<file path="src/rtl/nlk_pkg.sv">
package nlk_pkg;
  // control word field positions
  localparam int CW_CS_HI   = 23;
  localparam int CW_CS_LO   = 22;
  localparam int CW_ECC_DIR = 18;
  localparam int CW_TIGHT   = 17;
  localparam int CW_SOFT    = 16;
  localparam int CW_EN_ENC  = 13;
  localparam int CW_EN_DEC  = 12;
  localparam int CW_EN_ILL  = 10;
  localparam int CW_EN_RB   = 9;
  localparam int CW_RB_FALL = 8;

  localparam logic [31:0] CW_RESET = 32'h00C1_0000;
  localparam logic [31:0] CW_WMASK = 32'h00C7_3700;

  typedef enum logic [1:0] {
    RA_CTRL  = 2'd0,
    RA_STAT  = 2'd1,
    RA_START = 2'd2,
    RA_END   = 2'd3
  } reg_sel_e;

  // status bit positions
  localparam int NSRC   = 4;
  localparam int ST_RB  = 0;
  localparam int ST_ILL = 1;
  localparam int ST_ENC = 2;
  localparam int ST_DEC = 3;
endpackage

</file>
<file path="src/rtl/nlk_rb_edge.sv">
module nlk_rb_edge #(
  parameter int SYNC_STAGES = 2
) (
  input  logic clk,
  input  logic rst,
  input  logic rb_async,
  input  logic fall_sel,
  output logic edge_hit
);
  logic [SYNC_STAGES-1:0] sync_q;
  logic                   prev_q;
  logic                   rb_s;

  assign rb_s = sync_q[SYNC_STAGES-1];

  // idle level of the line is high (ready)
  always_ff @(posedge clk) begin
    if (rst) begin
      sync_q   <= '1;
      prev_q   <= 1'b1;
      edge_hit <= 1'b0;
    end else begin
      sync_q   <= {sync_q[SYNC_STAGES-2:0], rb_async};
      prev_q   <= rb_s;
      edge_hit <= fall_sel ? (prev_q & ~rb_s) : (~prev_q & rb_s);
    end
  end
endmodule

</file>
<file path="src/rtl/nlk_win_gate.sv">
module nlk_win_gate #(
  parameter int BLK_W = 16
) (
  input  logic             clk,
  input  logic             rst,
  input  logic             cmd_valid,
  input  logic             cmd_pe,
  input  logic [BLK_W-1:0] cmd_blk,
  input  logic             lock_act,
  input  logic [BLK_W-1:0] win_start,
  input  logic [BLK_W-1:0] win_end,
  output logic             out_valid,
  output logic             out_pe,
  output logic [BLK_W-1:0] out_blk,
  output logic             illegal
);
  logic in_win;
  logic hit;

  assign in_win = (cmd_blk >= win_start) && (cmd_blk < win_end);
  assign hit    = cmd_valid && cmd_pe && lock_act && in_win;

  always_ff @(posedge clk) begin
    if (rst) begin
      out_valid <= 1'b0;
      out_pe    <= 1'b0;
      out_blk   <= '0;
      illegal   <= 1'b0;
    end else begin
      out_valid <= cmd_valid && !hit;
      illegal   <= hit;
      if (cmd_valid && !hit) begin
        out_pe  <= cmd_pe;
        out_blk <= cmd_blk;
      end
    end
  end
endmodule

</file>
<file path="src/rtl/nlk_irq_stat.sv">
module nlk_irq_stat #(
  parameter int NSRC = 4
) (
  input  logic            clk,
  input  logic            rst,
  input  logic [NSRC-1:0] set_vec,
  input  logic            clr_we,
  input  logic [NSRC-1:0] clr_vec,
  input  logic [NSRC-1:0] en_vec,
  output logic [NSRC-1:0] stat,
  output logic            irq
);
  always_ff @(posedge clk) begin
    if (rst) begin
      stat <= '0;
      irq  <= 1'b0;
    end else begin
      // a new event wins over a clear in the same cycle
      stat <= (stat & ~(clr_we ? clr_vec : '0)) | set_vec;
      irq  <= |(stat & en_vec);
    end
  end
endmodule

</file>
<file path="src/rtl/nand_guard_ctrl.sv">
module nand_guard_ctrl
  import nlk_pkg::*;
#(
  parameter int BLK_W       = 16,
  parameter int SYNC_STAGES = 2
) (
  input  logic             clk,
  input  logic             rst,
  input  logic             reg_we,
  input  logic [1:0]       reg_addr,
  input  logic [31:0]      reg_wdata,
  output logic [31:0]      reg_rdata,
  input  logic             cmd_valid,
  input  logic             cmd_pe,
  input  logic [BLK_W-1:0] cmd_blk,
  output logic             cmd_out_valid,
  output logic             cmd_out_pe,
  output logic [BLK_W-1:0] cmd_out_blk,
  input  logic             ecc_enc_done,
  input  logic             ecc_dec_done,
  input  logic             rdy_busy_in,
  output logic [1:0]       nce_n,
  output logic             ecc_encode,
  output logic             irq
);
  localparam int PAD_W = 32 - BLK_W;
  localparam int SPAD  = 32 - NSRC;

  logic [31:0]      ctrl_q;
  logic [31:0]      ctrl_nx;
  logic [BLK_W-1:0] win_start;
  logic [BLK_W-1:0] win_end;
  logic             tight_q;
  logic             lock_act;
  logic             rb_edge;
  logic             illegal;
  logic [NSRC-1:0]  set_vec;
  logic [NSRC-1:0]  en_vec;
  logic [NSRC-1:0]  stat;
  logic             wr_ctrl, wr_stat, wr_start, wr_end;

  assign wr_ctrl  = reg_we && (reg_addr == RA_CTRL);
  assign wr_stat  = reg_we && (reg_addr == RA_STAT);
  assign wr_start = reg_we && (reg_addr == RA_START);
  assign wr_end   = reg_we && (reg_addr == RA_END);

  assign tight_q  = ctrl_q[CW_TIGHT];
  assign lock_act = ctrl_q[CW_SOFT] | ctrl_q[CW_TIGHT];

  always_comb begin
    ctrl_nx           = reg_wdata & CW_WMASK;
    ctrl_nx[CW_TIGHT] = ctrl_q[CW_TIGHT] | reg_wdata[CW_TIGHT];
  end

  always_ff @(posedge clk) begin
    if (rst) begin
      ctrl_q    <= CW_RESET;
      win_start <= '0;
      win_end   <= '0;
    end else begin
      if (wr_ctrl)             ctrl_q    <= ctrl_nx;
      if (wr_start && !tight_q) win_start <= reg_wdata[BLK_W-1:0];
      if (wr_end && !tight_q)   win_end   <= reg_wdata[BLK_W-1:0];
    end
  end

  always_ff @(posedge clk) begin
    if (rst) begin
      reg_rdata <= '0;
    end else begin
      case (reg_addr)
        RA_CTRL:  reg_rdata <= ctrl_q;
        RA_STAT:  reg_rdata <= {{SPAD{1'b0}}, stat};
        RA_START: reg_rdata <= {{PAD_W{1'b0}}, win_start};
        default:  reg_rdata <= {{PAD_W{1'b0}}, win_end};
      endcase
    end
  end

  assign nce_n      = {ctrl_q[CW_CS_HI], ctrl_q[CW_CS_LO]};
  assign ecc_encode = ctrl_q[CW_ECC_DIR];

  nlk_rb_edge #(.SYNC_STAGES(SYNC_STAGES)) u_rb (
    .clk      (clk),
    .rst      (rst),
    .rb_async (rdy_busy_in),
    .fall_sel (ctrl_q[CW_RB_FALL]),
    .edge_hit (rb_edge)
  );

  nlk_win_gate #(.BLK_W(BLK_W)) u_gate (
    .clk       (clk),
    .rst       (rst),
    .cmd_valid (cmd_valid),
    .cmd_pe    (cmd_pe),
    .cmd_blk   (cmd_blk),
    .lock_act  (lock_act),
    .win_start (win_start),
    .win_end   (win_end),
    .out_valid (cmd_out_valid),
    .out_pe    (cmd_out_pe),
    .out_blk   (cmd_out_blk),
    .illegal   (illegal)
  );

  always_comb begin
    set_vec         = '0;
    set_vec[ST_RB]  = rb_edge;
    set_vec[ST_ILL] = illegal;
    set_vec[ST_ENC] = ecc_enc_done;
    set_vec[ST_DEC] = ecc_dec_done;
    en_vec          = '0;
    en_vec[ST_RB]   = ctrl_q[CW_EN_RB];
    en_vec[ST_ILL]  = ctrl_q[CW_EN_ILL];
    en_vec[ST_ENC]  = ctrl_q[CW_EN_ENC];
    en_vec[ST_DEC]  = ctrl_q[CW_EN_DEC];
  end

  nlk_irq_stat #(.NSRC(NSRC)) u_stat (
    .clk     (clk),
    .rst     (rst),
    .set_vec (set_vec),
    .clr_we  (wr_stat),
    .clr_vec (reg_wdata[NSRC-1:0]),
    .en_vec  (en_vec),
    .stat    (stat),
    .irq     (irq)
  );
endmodule

</file>
<file path="config.mk">
export PLATFORM = sky130hd
export DESIGN_NAME = nand_guard_ctrl
export DESIGN_NICKNAME = d
export VERILOG_FILES = /design/src/rtl/nlk_pkg.sv /design/src/rtl/nlk_rb_edge.sv /design/src/rtl/nlk_win_gate.sv /design/src/rtl/nlk_irq_stat.sv /design/src/rtl/nand_guard_ctrl.sv
export SDC_FILE = /design/constraint.sdc
export NUM_CORES = 1
export LEC_CHECK = 0
export BUFFER_PORTS_ARGS = -buffer_cell sky130_fd_sc_hd__buf_2
export CORE_ASPECT_RATIO = 1.75
export CORE_MARGIN = 2
export CORE_UTILIZATION = 33
export CTS_CLUSTER_SIZE = 28
export DETAILED_ROUTE_END_ITERATION = 6
export PLACE_DENSITY = 0.54
export SYNTH_ARGS = -nofsm -noshare
export SYNTH_HDL_FRONTEND = slang
export SYNTH_HIERARCHICAL = 1
export SYNTH_SLANG_ARGS = --single-unit
export TNS_END_PERCENT = 10
</file>
<file path="constraint.sdc">
create_clock -name clk -period 4.4 [get_ports clk]
set_input_delay 0.88 -clock clk [delete_from_list [all_inputs] [get_ports clk]]
set_output_delay 0.88 -clock clk [all_outputs]
set_load 0.02 [all_outputs]
</file>
## After elaboration in Yosys (flattened, before gate mapping)

Index checks and enable logic that the tools add are counted.

- Bits in registers: 102
- Bits of input ports: 58
- Output and inout port bits: 54
- Logic and storage cells: 46

- $lt $le $gt $ge: 2
- Equal/unequal tests: 3
- Multiplexer cells: 3
- Bitwise gates (word level): 10
- Reductions and logical operators: 15

Operators by type and width:

| operator | count |
|---|---|
| case mux 24 bit (3 select lines) | 1 |
| >= comparator 16 bit | 1 |
| less-than comparator 16 bit | 1 |
| logical AND 1 bit | 11 |
| bitwise AND 4 bit | 2 |
| equality test 2 bit (second input constant) | 2 |
| two-way mux 4 bit | 1 |
| NOT 4 bit | 1 |
| OR 4 bit | 1 |
| OR reduction 4 bit | 1 |
| bitwise AND 1 bit | 2 |
| equality test 2 x 1 -> 1 bit (second input constant) | 1 |
| zero test 1 bit | 2 |
| zero test 2 bit | 1 |
| NOT 1 bit | 2 |
| OR 1 bit | 2 |
| two-way mux 1 bit | 1 |

## Depth between registers and ports, before layout

Gate-level depths: netlist of run 1.

- Word-level depth: 6
- Mapped depth: 10
- Depth with buffers taken out: 8

## Cells and area by module

Netlist of run 1, hierarchy kept.

Modules (own cells, without submodules):

| module | times used | cells an instance | area an instance (sq um) | seq. area each (sq um) |
|---|---|---|---|---|
| nand_guard_ctrl | 1 | 254 | 2666.3 | 1261.2 |
| nlk_win_gate | 1 | 186 | 1601.5 | 380.4 |
| nlk_irq_stat | 1 | 16 | 190.2 | 100.1 |
| nlk_rb_edge | 1 | 10 | 123.9 | 80.1 |

## Worst setup path before layout of run 1

No wires, ideal clock.

- Kind: input-to-reg
- Start: input cmd_blk[11]
- End: register u_gate.out_blk[0]
- Setup time: 0.118 ns
- Arrival time: 2.615 ns
- Data required time: 4.282 ns
- Path slack: 1.667 ns
- Cell stages on the path: 9
- Cells stage by stage: ha_1 -> and3_1 -> nand3_1 -> a2111oi_1 -> a211oi_1 -> o41a_1 -> buf_6 -> buf_12 -> mux2i_1

- Word-level cells in the longest chain between the ends: 5

RTL lines:

| element | line | text |
|---|---|---|
| start: declaration | nand_guard_ctrl.sv:15 | `input logic [BLK_W-1:0] cmd_blk,` |
| >= comparator 16 bit or less-than comparator 16 bit (tied branches) | nlk_win_gate.sv:20 | `assign in_win = (cmd_blk >= win_start) && (cmd_blk < win_end);` |
| logical AND 1 bit (*) | nlk_win_gate.sv:20 |  |
| logical AND 1 bit (*) | nlk_win_gate.sv:21 | `assign hit = cmd_valid && cmd_pe && lock_act && in_win;` |
| zero test 1 bit (*) | nlk_win_gate.sv:32 | `if (cmd_valid && !hit) begin` |
| logical AND 1 bit (*) | nlk_win_gate.sv:32 |  |
| end signal: assignment | nlk_win_gate.sv:34 | `out_blk <= cmd_blk;` |
| end: declaration | nlk_win_gate.sv:14 | `output logic [BLK_W-1:0] out_blk,` |

Every way passes the cells marked *; elsewhere a longest branch is shown, timed or not.
A chain may end at the register's enable or synchronous reset.

## Final worst setup path of run 1

- Start: input cmd_blk[14]
- End: register u_gate.out_valid

- Word-level cells in the longest chain between the ends: 5

RTL lines:

| element | line | text |
|---|---|---|
| >= comparator 16 bit or less-than comparator 16 bit (tied branches) | nlk_win_gate.sv:20 |  |
| logical AND 1 bit (*) | nlk_win_gate.sv:20 |  |
| logical AND 1 bit (*) | nlk_win_gate.sv:21 |  |
| zero test 1 bit (*) | nlk_win_gate.sv:30 | `out_valid <= cmd_valid && !hit;` |
| logical AND 1 bit (*) | nlk_win_gate.sv:30 |  |
| end signal: assignment | nlk_win_gate.sv:30 |  |
| end: declaration | nlk_win_gate.sv:12 | `output logic out_valid,` |

Marked as above.

==> flow_metrics.py, run 1 <==
metrics = {
    "synthesis": {
        "syn_area_per_cell_um2": 9.832,
        "synthDistinctLibCells": 43,
        "synth_edf_count": 0,
        "netlist_instances": 466,
        "netlist_top_cells_area": "dfxtp_1, mux2i_1, nand2b_1",
        "synth-main-ff-cell": "dfxtp_1",
        "synth.largest_area_cell": "dfxtp_1",
        "synth_area_mm2": 0.004582,
        "ys_async_sr_fraction": 0,
        "yosys.area.top_type_share": 0.3976,
        "ys_seq_area_frac": 0.3976,
        "yosysWarningCount": 6,
        "ys_seq_elements": 91,
    },
    "pwr": {
        "ir_worst_vdd_mv": 0.1609,
        "power.total_mw": 1.963,
        "p_per_area_mw_per_mm2": 365.1,
        "power.leakage_nw": 2.422,
    },
    "setup_path": {
        "startpoint_type": "input pin",
        "rrSetupSlack_ps": 1760,
        "worstReg2RegStart": "win_start[13]$_SDFFE_PP0P_",
        "cp_slowest_cell": "o41a_1",
        "endpoint_kind": "flop",
        "r2r-end": "u_gate/out_valid$_SDFF_PP0_",
        "cp_max_fo": 18,
        "path_depth": 9,
        "critPathCapture": "u_gate/out_valid$_SDFF_PP0_",
        "worstSetupPathType": "input pin to flop",
        "cp_slowest_stage_delay_ps": 440,
        "path_buf_inv": 2,
        "r2r_cells": 9,
        "critPathTopFamily": "compound AO/OA/AOI/OAI gates",
        "critPathLaunch": "cmd_blk[14]",
        "timing.critical_path.cells": "buf_2 > ha_1 > and4_1 > nand4_1 > a2111oi_1 > a211oi_1 > o41a_1 > buf_4 > nor2b_1",
        "cp.arrival_ps": 3060,
        "required_ps": 4600,
    },
    "timing": {
        "hold_ws_ps": 416.3,
        "finClkSkew_ps": 7.808,
        "relSlewSlack": 0.3195,
        "worst_pin_slew_ps": 1020,
        "tns_ps": 0,
        "drv_slew": 0,
        "hold_viol": 0,
        "setup_violations": 0,
        "grt_setup_unrepaired": "no",
        "clock.fmax_mhz": 349.4,
        "fin_crit_ps": 2862,
        "fin_crit_sh": 0.6505,
    },
    "floorplan": {
        "initial_core_util": 0.3346,
        "die_y_um": 159.9,
        "coreArea_mm2": 0.01369,
        "die_w_um": 93.08,
        "core.rowCount": 57,
        "num_io_pins": 112,
        "dieArea_mm2": 0.01488,
    },
    "routing": {
        "drtIter0Drc": 88,
        "via_count": 3351,
        "wire_per_inst_um": 14.97,
        "drc_errors": 0,
        "dr.pass1.iters": 6,
        "drt_wl_total_mm": 10.82,
        "final_antenna_net_count": 0,
        "vias_per_cell": 4.635,
    },
    "clocking": {
        "htree_levels": 3,
        "cts_setup_buffers": 0,
        "hold_buffers": 0,
        "clock-sinks": 91,
        "ctsRootBufferMaster": "clkbuf_16",
        "tritoncts": "done",
        "clk_pin_slew_ps": 60,
        "cts_resized": 0,
        "cts_buffer_depth": 2,
        "clock_latency_ps": 340,
        "cts_made_buffers": 9,
    },
    "place": {
        "port_buffers": 89,
        "postPlaceCellArea_mm2": 0.005051,
        "dp.cells": 708,
        "place_hpwl_mm": 8.148,
        "globalplace.congestion": 0.8637,
    },
    "grt": {
        "grtUsageMet2": 0.2691,
        "top_usage_layer": "met2",
        "grt_max_degree": 65,
        "grt_use_met1": 0.1708,
        "antenna_found_initial": 0,
        "grt_usage": 0.1507,
        "grt_pass1_vias": 3538,
        "grt_remaining_overflow": 0,
        "grt_pass1_wl_mm": 17.48,
        "met3_usage": 0.02028,
    },
    "flow_run": {
        "max_cap_violations": 0,
    },
    "layout": {
        "nets": 631,
        "drive_above_1_share": 0.2125,
        "num_antenna_cells": 0,
        "synthToLayoutAreaGrowth_pct": 17.37,
        "stdcell_count": 723,
        "fill_cells": 1392,
        "final_area_mm2": 0.005378,
    },
    "worst_hold_path": {
        "hold_class": "flop to flop",
    },
    "outcome": {
        "status": "completed",
    },
}
==> power by group <==
part           total [mW]  internal, mW  switching, mW
combinational       0.246         0.105          0.141
sequential          0.876         0.857         0.0196
clock               0.841         0.526          0.316
total                1.96          1.49          0.476
==> flip-flops by register name (all words and copies together) (netlist names) <==
register,flops
u_gate/illegal,1
u_rb/sync_q,2
u_rb/prev_q,1
u_gate/out_blk,16
reg_rdata,21
ctrl_q,10
u_gate/out_valid,1
win_end,16
u_stat/irq,1
u_rb/edge_hit,1
u_gate/out_pe,1
u_stat/stat,4
win_start,16
==> stage by stage <==
stage / util / setup slack, ps
after floorplan: - / 1667
after global placement: 0.3689 / 1166
after detailed placement: 0.3689 / 1163
after CTS: 0.3927 / 1508
after global routing: 0.3927 / 1335
final: 0.3927 / 1538
==> worst min path at each step <==
stage | startpoint | to | slack (ps) | depth (start not counted)
after floorplan | u_rb/sync_q[0]$_SDFF_PP1_ | u_rb/sync_q[1]$_SDFF_PP1_ | 390 | 1
after global placement | u_rb/sync_q[0]$_SDFF_PP1_ | u_rb/sync_q[1]$_SDFF_PP1_ | 400 | 1
after detailed placement | u_rb/sync_q[0]$_SDFF_PP1_ | u_rb/sync_q[1]$_SDFF_PP1_ | 400 | 1
after CTS | u_rb/sync_q[0]$_SDFF_PP1_ | u_rb/sync_q[1]$_SDFF_PP1_ | 420 | 1
after global routing | u_rb/sync_q[0]$_SDFF_PP1_ | u_rb/sync_q[1]$_SDFF_PP1_ | 440 | 1
final | u_rb/sync_q[0]$_SDFF_PP1_ | u_rb/sync_q[1]$_SDFF_PP1_ | 420 | 1
==> placed cells by master, fill, tap and decap left out, types with 2 or more instances in the layout <==
master,n
dfxtp_1,91
o21ba_1,4
o22ai_1,6
nor3_1,3
inv_1,33
nand3_1,2
clkbuf_16,9
a21boi_1,4
buf_2,89
a211oi_1,7
nand2b_1,92
nand4_1,2
a22oi_1,2
a21o_1,5
o21ai_0,4
nand2_1,8
ha_1,31
buf_4,3
and2_1,4
or2_2,5
or3b_1,2
nor2b_1,3
conb_1,11
bufinv_16,2
a21oi_1,13
clkbuf_8,2
and4b_1,2
mux2i_1,74
nor2_1,17
==> cell usage after synthesis, drive strengths merged (5+ instances only) <==
library cell,n
ha,31
o22ai,6
clkbuf,11
nand2,8
mux2i,74
inv,33
dfxtp,91
nor2,17
a211oi,7
buf,26
a21o,5
nand2b,92
or2,5
a21oi,14
==> cells by family after synthesis <==
| kind of cell | after synthesis | share of synthesized area |
|---|---|---|
| mux | 74 | 0.1617 |
| other cells | 1 | 0.0008184 |
| simple gates | 149 | 0.1969 |
| buf+inv | 70 | 0.08329 |
| fa+ha+maj | 31 | 0.08465 |
| compound gates | 50 | 0.07510 |
| flops | 91 | 0.3976 |
==> layer usage <==
metal / vias to the layer above / wire (µm)
met3: 21 / 373
met1: 1558 / 4439
met2: 81 / 5681
met4: 0 / 328
met5: - / 0
li1: 1691 / -
==> cell type report <==
type,instances,area (µm²),share of cell area
inverters,33,123.9,0.02303
clock inverters,4,73.82,0.01373
clock buffers,11,252.7,0.04700
multi-input cells,315,2416,0.4493
repair buffers,92,467.9,0.08702
flip-flops and latches,91,1822,0.3388
well taps,177,221.5,0.04118
(Power assumes the default switching activity.)
==> run 2, diff against run 1 <==
- clock period: 4.4 -> 2.7 ns (I/O delays scaled with it)
==> run 2 against run 1 <==
  * Clock power up 57%
  * Via count up 0.72%
  * Routed wire length up 1.4%
  * Final cell count up 2.2%
  * Register-to-register slack worse by 1600 ps
  * Sequential share of layout area down 0.77 points
  * Core utilization up 0.91 points
  * Sequential power up 63%
  * Critical path depth up 1
  * Critical path type is now flop to flop
  * Highest routed layer unchanged
==> flow_metrics.py, run 2 (synthesized netlist as in run 1, its figures left out) <==
metrics = {
    "pwr": {
        "combPwrFrac": 0.133,
        "pwr-share-clk": 0.417,
        "p_int_mw": 2.328,
        "power.leakage_nw": 2.498,
        "switchingPower_uw": 844.6,
        "pwr-share-seq": 0.450,
        "ir_worst_vdd_mv": 0.2634,
        "p_per_area_mw_per_mm2": 576.5,
        "swShare": 0.2662,
    },
    "layout": {
        "nets": 646,
        "num_antenna_cells": 0,
        "final_common_cell": "nand2b_1",
        "drive_above_1_share": 0.2349,
        "multiInputGateArea_mm2": 0.002417,
        "largest-register": "reg_rdata",
        "synthToLayoutAreaGrowth_pct": 20.10,
        "final-seq-area_mm2": 0.001822,
        "final_cell_mix": "nand2b_1, dfxtp_1, buf_2, mux2i_1, inv_1",
        "largest_reg_flops": 21,
        "fill_cells": 1428,
        "stdcell_count": 739,
    },
    "clocking": {
        "ctsRootBufferMaster": "clkbuf_16",
        "cts_buffer_depth": 2,
        "clock-sinks": 91,
        "cts_made_buffers": 9,
        "clock_latency_ps": 350,
        "tritoncts": "done",
        "cts_setup_buffers": 0,
        "htree_levels": 3,
        "clk_pin_slew_ps": 70,
    },
    "timing": {
        "setup_violations": 0,
        "fin_crit_sh": 0.9303,
        "worst_pin_slew_ps": 635.1,
        "tns_ps": 0,
        "finClkSkew_ps": 12.47,
        "fin_crit_ps": 2512,
        "clock.fmax_mhz": 398.1,
        "grt_setup_unrepaired": "yes",
        "drv_slew": 0,
        "relSlewSlack": 0.5766,
        "hold_viol": 0,
    },
    "floorplan": {
        "core.rowCount": 57,
        "coreArea_mm2": 0.01369,
        "dieArea_mm2": 0.01488,
        "die_w_um": 93.08,
        "initial_core_util": 0.3346,
        "die_y_um": 159.9,
        "num_io_pins": 112,
    },
    "setup_path": {
        "cp_max_fo": 18,
        "cp_slowest_stage_delay_ps": 470,
        "cp.arrival_ps": 2740,
        "critPathTopFamily": "compound AO/OA/AOI/OAI gates",
        "path_buf_inv": 3,
        "r2r_cells": 10,
        "timing.critical_path.cells": "inv_1 > ha_1 > and4_1 > nand4_1 > a2111oi_1 > buf_4 > a211oi_1 > o41a_1 > buf_12 > nor2b_1",
        "worstReg2RegStart": "win_start[13]$_SDFFE_PP0P_",
        "r2r-end": "u_gate/out_valid$_SDFF_PP0_",
        "cp_slowest_cell": "o41a_1",
        "rrSetupSlack_ps": 190,
        "required_ps": 2920,
        "worstSetupPathType": "flop to flop",
        "startpoint_type": "flop",
        "endpoint_kind": "flop",
    },
    "routing": {
        "vias_per_cell": 4.567,
        "via_count": 3375,
        "drt_wl_total_mm": 10.97,
        "final_antenna_net_count": 0,
        "dr.pass1.iters": 4,
        "wire_per_inst_um": 14.84,
        "drtIter0Drc": 80,
        "drc_errors": 0,
    },
    "grt": {
        "top_usage_layer": "met2",
        "grtUsageMet2": 0.2813,
        "grt_max_degree": 115,
        "grt_pass1_vias": 3569,
        "grt_remaining_overflow": 0,
        "grt_usage": 0.1535,
        "grt_pass1_wl_mm": 17.75,
        "met3_usage": 0.03443,
        "antenna_found_initial": 0,
        "grt_use_met1": 0.1711,
    },
    "outcome": {
        "status": "completed",
    },
    "worst_hold_path": {
        "holdCritStartpoint": "rdy_busy_in",
        "whs_path_depth": 2,
        "hold_class": "input pin to flop",
        "worst_hold_path.endpoint": "u_rb/sync_q[0]$_SDFF_PP1_",
    },
    "flow_run": {
        "max_cap_violations": 0,
    },
    "place": {
        "dp.cells": 723,
        "place_hpwl_mm": 8.309,
        "globalplace.congestion": 0.8219,
        "port_buffers": 89,
    },
}
## run 2: cell count changes in the layout (fill, tap and decap cells not counted), moves of 2 or more
cell and change:
inv_8 +2, buf_12 +2, inv_6 +4, clkbuf_8 -2
buf_4 +13
## run 2: worst max path at each step
| stage | slack, ps | cells past startpoint | end | from |
|---|---|---|---|---|
| floorplan | 310 | 9 | u_gate/out_blk[0]$_SDFFE_PP0P_ | cmd_blk[11] |
| global placement | -110 | 10 | u_gate/out_valid$_SDFF_PP0_ | cmd_blk[13] |
| detailed placement | -100 | 11 | u_gate/out_blk[2]$_SDFFE_PP0P_ | cmd_blk[0] |
| CTS | 150 | 10 | u_gate/out_valid$_SDFF_PP0_ | win_start[13]$_SDFFE_PP0P_ |
| global route | -80 | 10 | u_gate/out_valid$_SDFF_PP0_ | win_start[9]$_SDFFE_PP0P_ |
| finish | 190 | 10 | u_gate/out_valid$_SDFF_PP0_ | win_start[13]$_SDFFE_PP0P_ |
## run 2: per-stage QoR
step	instance area, µm²	power [mW]	util	setup WS [ps]	hold WS, ps
floorplan	4619	1.745	-	306.6	389.5
global placement	5189	1.878	0.3789	-113.6	397.2
detailed placement	5189	1.887	0.3789	-95.32	396.4
CTS	5502	3.224	0.4018	152.5	366.9
global route	5503	3.324	0.4019	-76.54	381.7
finish	5503	3.172	0.4019	188.1	378.9
## run 2: repair_timing
action	CTS	global route
resized for setup	0	1
hold buffers	0	0
endpoints found under the setup margin	0	19
## run 2: per-layer routing
| layer | part of all wire | vias to the layer above |
|---|---|---|
| met5 | 0 | - |
| met4 | 0.016 | 0 |
| met3 | 0.040 | 12 |
| met1 | 0.41 | 1575 |
| li1 | - | 1722 |
| met2 | 0.54 | 66 |
## run 2: power groups by stage
stage	registers, mW	clock network, mW	logic [mW]
floorplan	1.48	0	0.261
global placement	1.46	0	0.420
detailed placement	1.46	0	0.428
CTS	1.43	1.37	0.430
global route	1.43	1.42	0.469
finish	1.43	1.32	0.422
## run 2: final cells by class
| class | instances | area share |
|---|---|---|
| clock buffers | 9 | 0.04093 |
| multi-input cells | 315 | 0.4393 |
| clock inverters | 7 | 0.01592 |
| inverters | 33 | 0.02251 |
| repair buffers | 107 | 0.1101 |
| well taps | 177 | 0.04025 |
| flip-flops and latches | 91 | 0.3311 |
## run 2: worst register-to-register path, delay by kind of cell (launching register included)
family          cells  cell delay, ps
compound gates      3             810
simple gates        3             500
buf+inv             3             420
flops               1             370
fa+ha+maj           1             290
==> run 3, diff against run 2 <==
- clock period: 2.7 -> 2.5 ns (I/O delays scaled with it)
==> run 3 against run 2 <==
  * Total power up 8.4%
  * First-iteration DRC count rose by 35%
  * Clock power rose by 8%
  * Clock skew fell by 4.5 ps
==> flow_metrics.py, run 3 (synthesized netlist as in run 1, its figures left out) <==
metrics = {
    "setup_path": {
        "worstSetupPathType": "input pin to flop",
        "rrSetupSlack_ps": 170,
        "required_ps": 2770,
        "cp_max_fo": 18,
        "endpoint_kind": "flop",
        "r2r-end": "u_gate/out_blk[0]$_SDFFE_PP0P_",
        "r2r_cells": 9,
        "cp.arrival_ps": 2610,
        "startpoint_type": "input pin",
        "worstReg2RegStart": "win_start[0]$_SDFFE_PP0P_",
    },
    "floorplan": {
        "num_io_pins": 112,
        "dieArea_mm2": 0.01488,
        "core.rowCount": 57,
        "die_y_um": 159.9,
        "initial_core_util": 0.3346,
        "die_w_um": 93.08,
        "coreArea_mm2": 0.01369,
    },
    "layout": {
        "num_antenna_cells": 0,
        "final_cell_mix": "nand2b_1, dfxtp_1, buf_2, mux2i_1, inv_1",
        "fin_util": 0.4129,
        "drive_above_1_share": 0.2669,
        "nets": 661,
        "largest-register": "reg_rdata",
        "synthToLayoutAreaGrowth_pct": 23.40,
        "final_area_mm2": 0.005654,
        "largest_reg_flops": 21,
        "final_common_cell": "nand2b_1",
    },
    "routing": {
        "final_antenna_net_count": 0,
        "via_count": 3483,
        "drc_errors": 0,
        "drt_wl_total_mm": 11.25,
        "drtIter0Drc": 108,
        "dr.pass1.iters": 4,
        "vias_per_cell": 4.619,
        "wire_per_inst_um": 14.92,
    },
    "worst_hold_path": {
        "holdCritStartpoint": "rdy_busy_in",
        "worst_hold_path.endpoint": "u_rb/sync_q[0]$_SDFF_PP1_",
        "hold_class": "input pin to flop",
        "whs_path_depth": 2,
    },
    "clocking": {
        "clock-sinks": 91,
        "cts_buffer_depth": 2,
        "ctsRootBufferMaster": "clkbuf_16",
        "clk_pin_slew_ps": 70,
        "tritoncts": "done",
        "htree_levels": 3,
        "cts_made_buffers": 9,
        "hold_buffers": 0,
        "clock_latency_ps": 340,
        "cts_setup_buffers": 0,
    },
    "timing": {
        "finClkSkew_ps": 7.991,
        "grt_setup_unrepaired": "no",
        "drv_slew": 0,
        "fin_crit_ps": 2340,
        "fin_crit_sh": 0.9361,
        "setup_slack_ps": 159.9,
        "clock.fmax_mhz": 427.3,
        "setup_violations": 0,
        "worst_pin_slew_ps": 521.1,
        "relSlewSlack": 0.6489,
        "hold_viol": 0,
    },
    "grt": {
        "grt_pass1_vias": 3613,
        "grt_pass1_wl_mm": 18.23,
        "grt_usage": 0.1555,
        "antenna_found_initial": 0,
        "grt_remaining_overflow": 0,
        "grt_max_degree": 69,
    },
    "pwr": {
        "p_per_area_mw_per_mm2": 608.3,
        "ir_worst_vdd_mv": 0.2908,
        "power.leakage_nw": 2.562,
    },
    "place": {
        "place_hpwl_mm": 8.561,
        "postPlaceCellArea_mm2": 0.005289,
        "globalplace.congestion": 0.7691,
        "pre_cts_ws_ps": -283.2,
        "port_buffers": 89,
    },
    "flow_run": {
        "max_cap_violations": 0,
    },
    "outcome": {
        "status": "completed",
    },
}
==> run 3: cell count changes in the layout (fill, tap and decap cells not counted), sizes merged <==
cell / previous run / this run
clkinvlp: 0 / 2
inv: 39 / 37
buf: 107 / 122
==> run 3: final cells by class <==
class	instances	area [µm²]
clock buffer	9	225.2
timing repair buffer	122	705.7
sequential	91	1822
multi-input combinational	315	2474
inverter	33	123.9
tap	177	221.5
clock inverter	7	82.58
fill	1393	8039
==> run 3: per-stage QoR <==
step | total power, mW | TNS, ps | instances | hold WS (ps)
floorplan | 1.884 | 0 | 476 | 389.5
global placement | 2.039 | -4031 | 738 | 398.3
detailed placement | 2.050 | -4925 | 738 | 397.2
CTS | 3.483 | 0 | 754 | 328.5
global route | 3.602 | 0 | 754 | 338.2
finish | 3.439 | 0 | 754 | 345.0
==> run 3: worst max-delay path by stage <==
stage	to	start	depth (start not counted)	slack (ps)
after floorplan	u_gate/out_blk[0]$_SDFFE_PP0P_	cmd_blk[11]	9	150
after global placement	u_gate/out_valid$_SDFF_PP0_	cmd_blk[11]	10	-240
after detailed placement	u_gate/out_blk[2]$_SDFFE_PP0P_	cmd_blk[0]	11	-280
after CTS	u_gate/out_valid$_SDFF_PP0_	win_start[10]$_SDFFE_PP0P_	10	10
after global routing	u_gate/out_valid$_SDFF_PP0_	win_end[2]$_SDFFE_PP0P_	9	8
final	u_gate/out_blk[0]$_SDFFE_PP0P_	cmd_blk[0]	11	160
==> run 3: where the power goes <==
| group | switching, mW | internal [mW] |
|---|---|---|
| Sequential | 0.0342 | 1.51 |
| Combinational | 0.264 | 0.218 |
| Clock | 0.622 | 0.793 |
| Total | 0.921 | 2.52 |
==> run 3: routing by layer <==
metal / wire, µm / GRT usage
met1: 4613 / 0.1774
met2: 5948 / 0.2793
met3: 397 / 0.02830
met4: 288 / 0.06484
met5: 0 / 0
==> run 3: timing repair <==
item                       in CTS  in global routing
setup endpoints to repair      18                 19
resized for setup               2                  8
pin swaps                       0                  2
==> run 3: critical path, cell delays in order <==
cell       delay [ps]
buf_2             110
inv_1              50
ha_1              270
nand2b_1          180
a2111oi_4         460
a2111oi_4          90
buf_4             160
a211oi_2          180
o41a_1            210
buf_12            190
mux2i_2           210
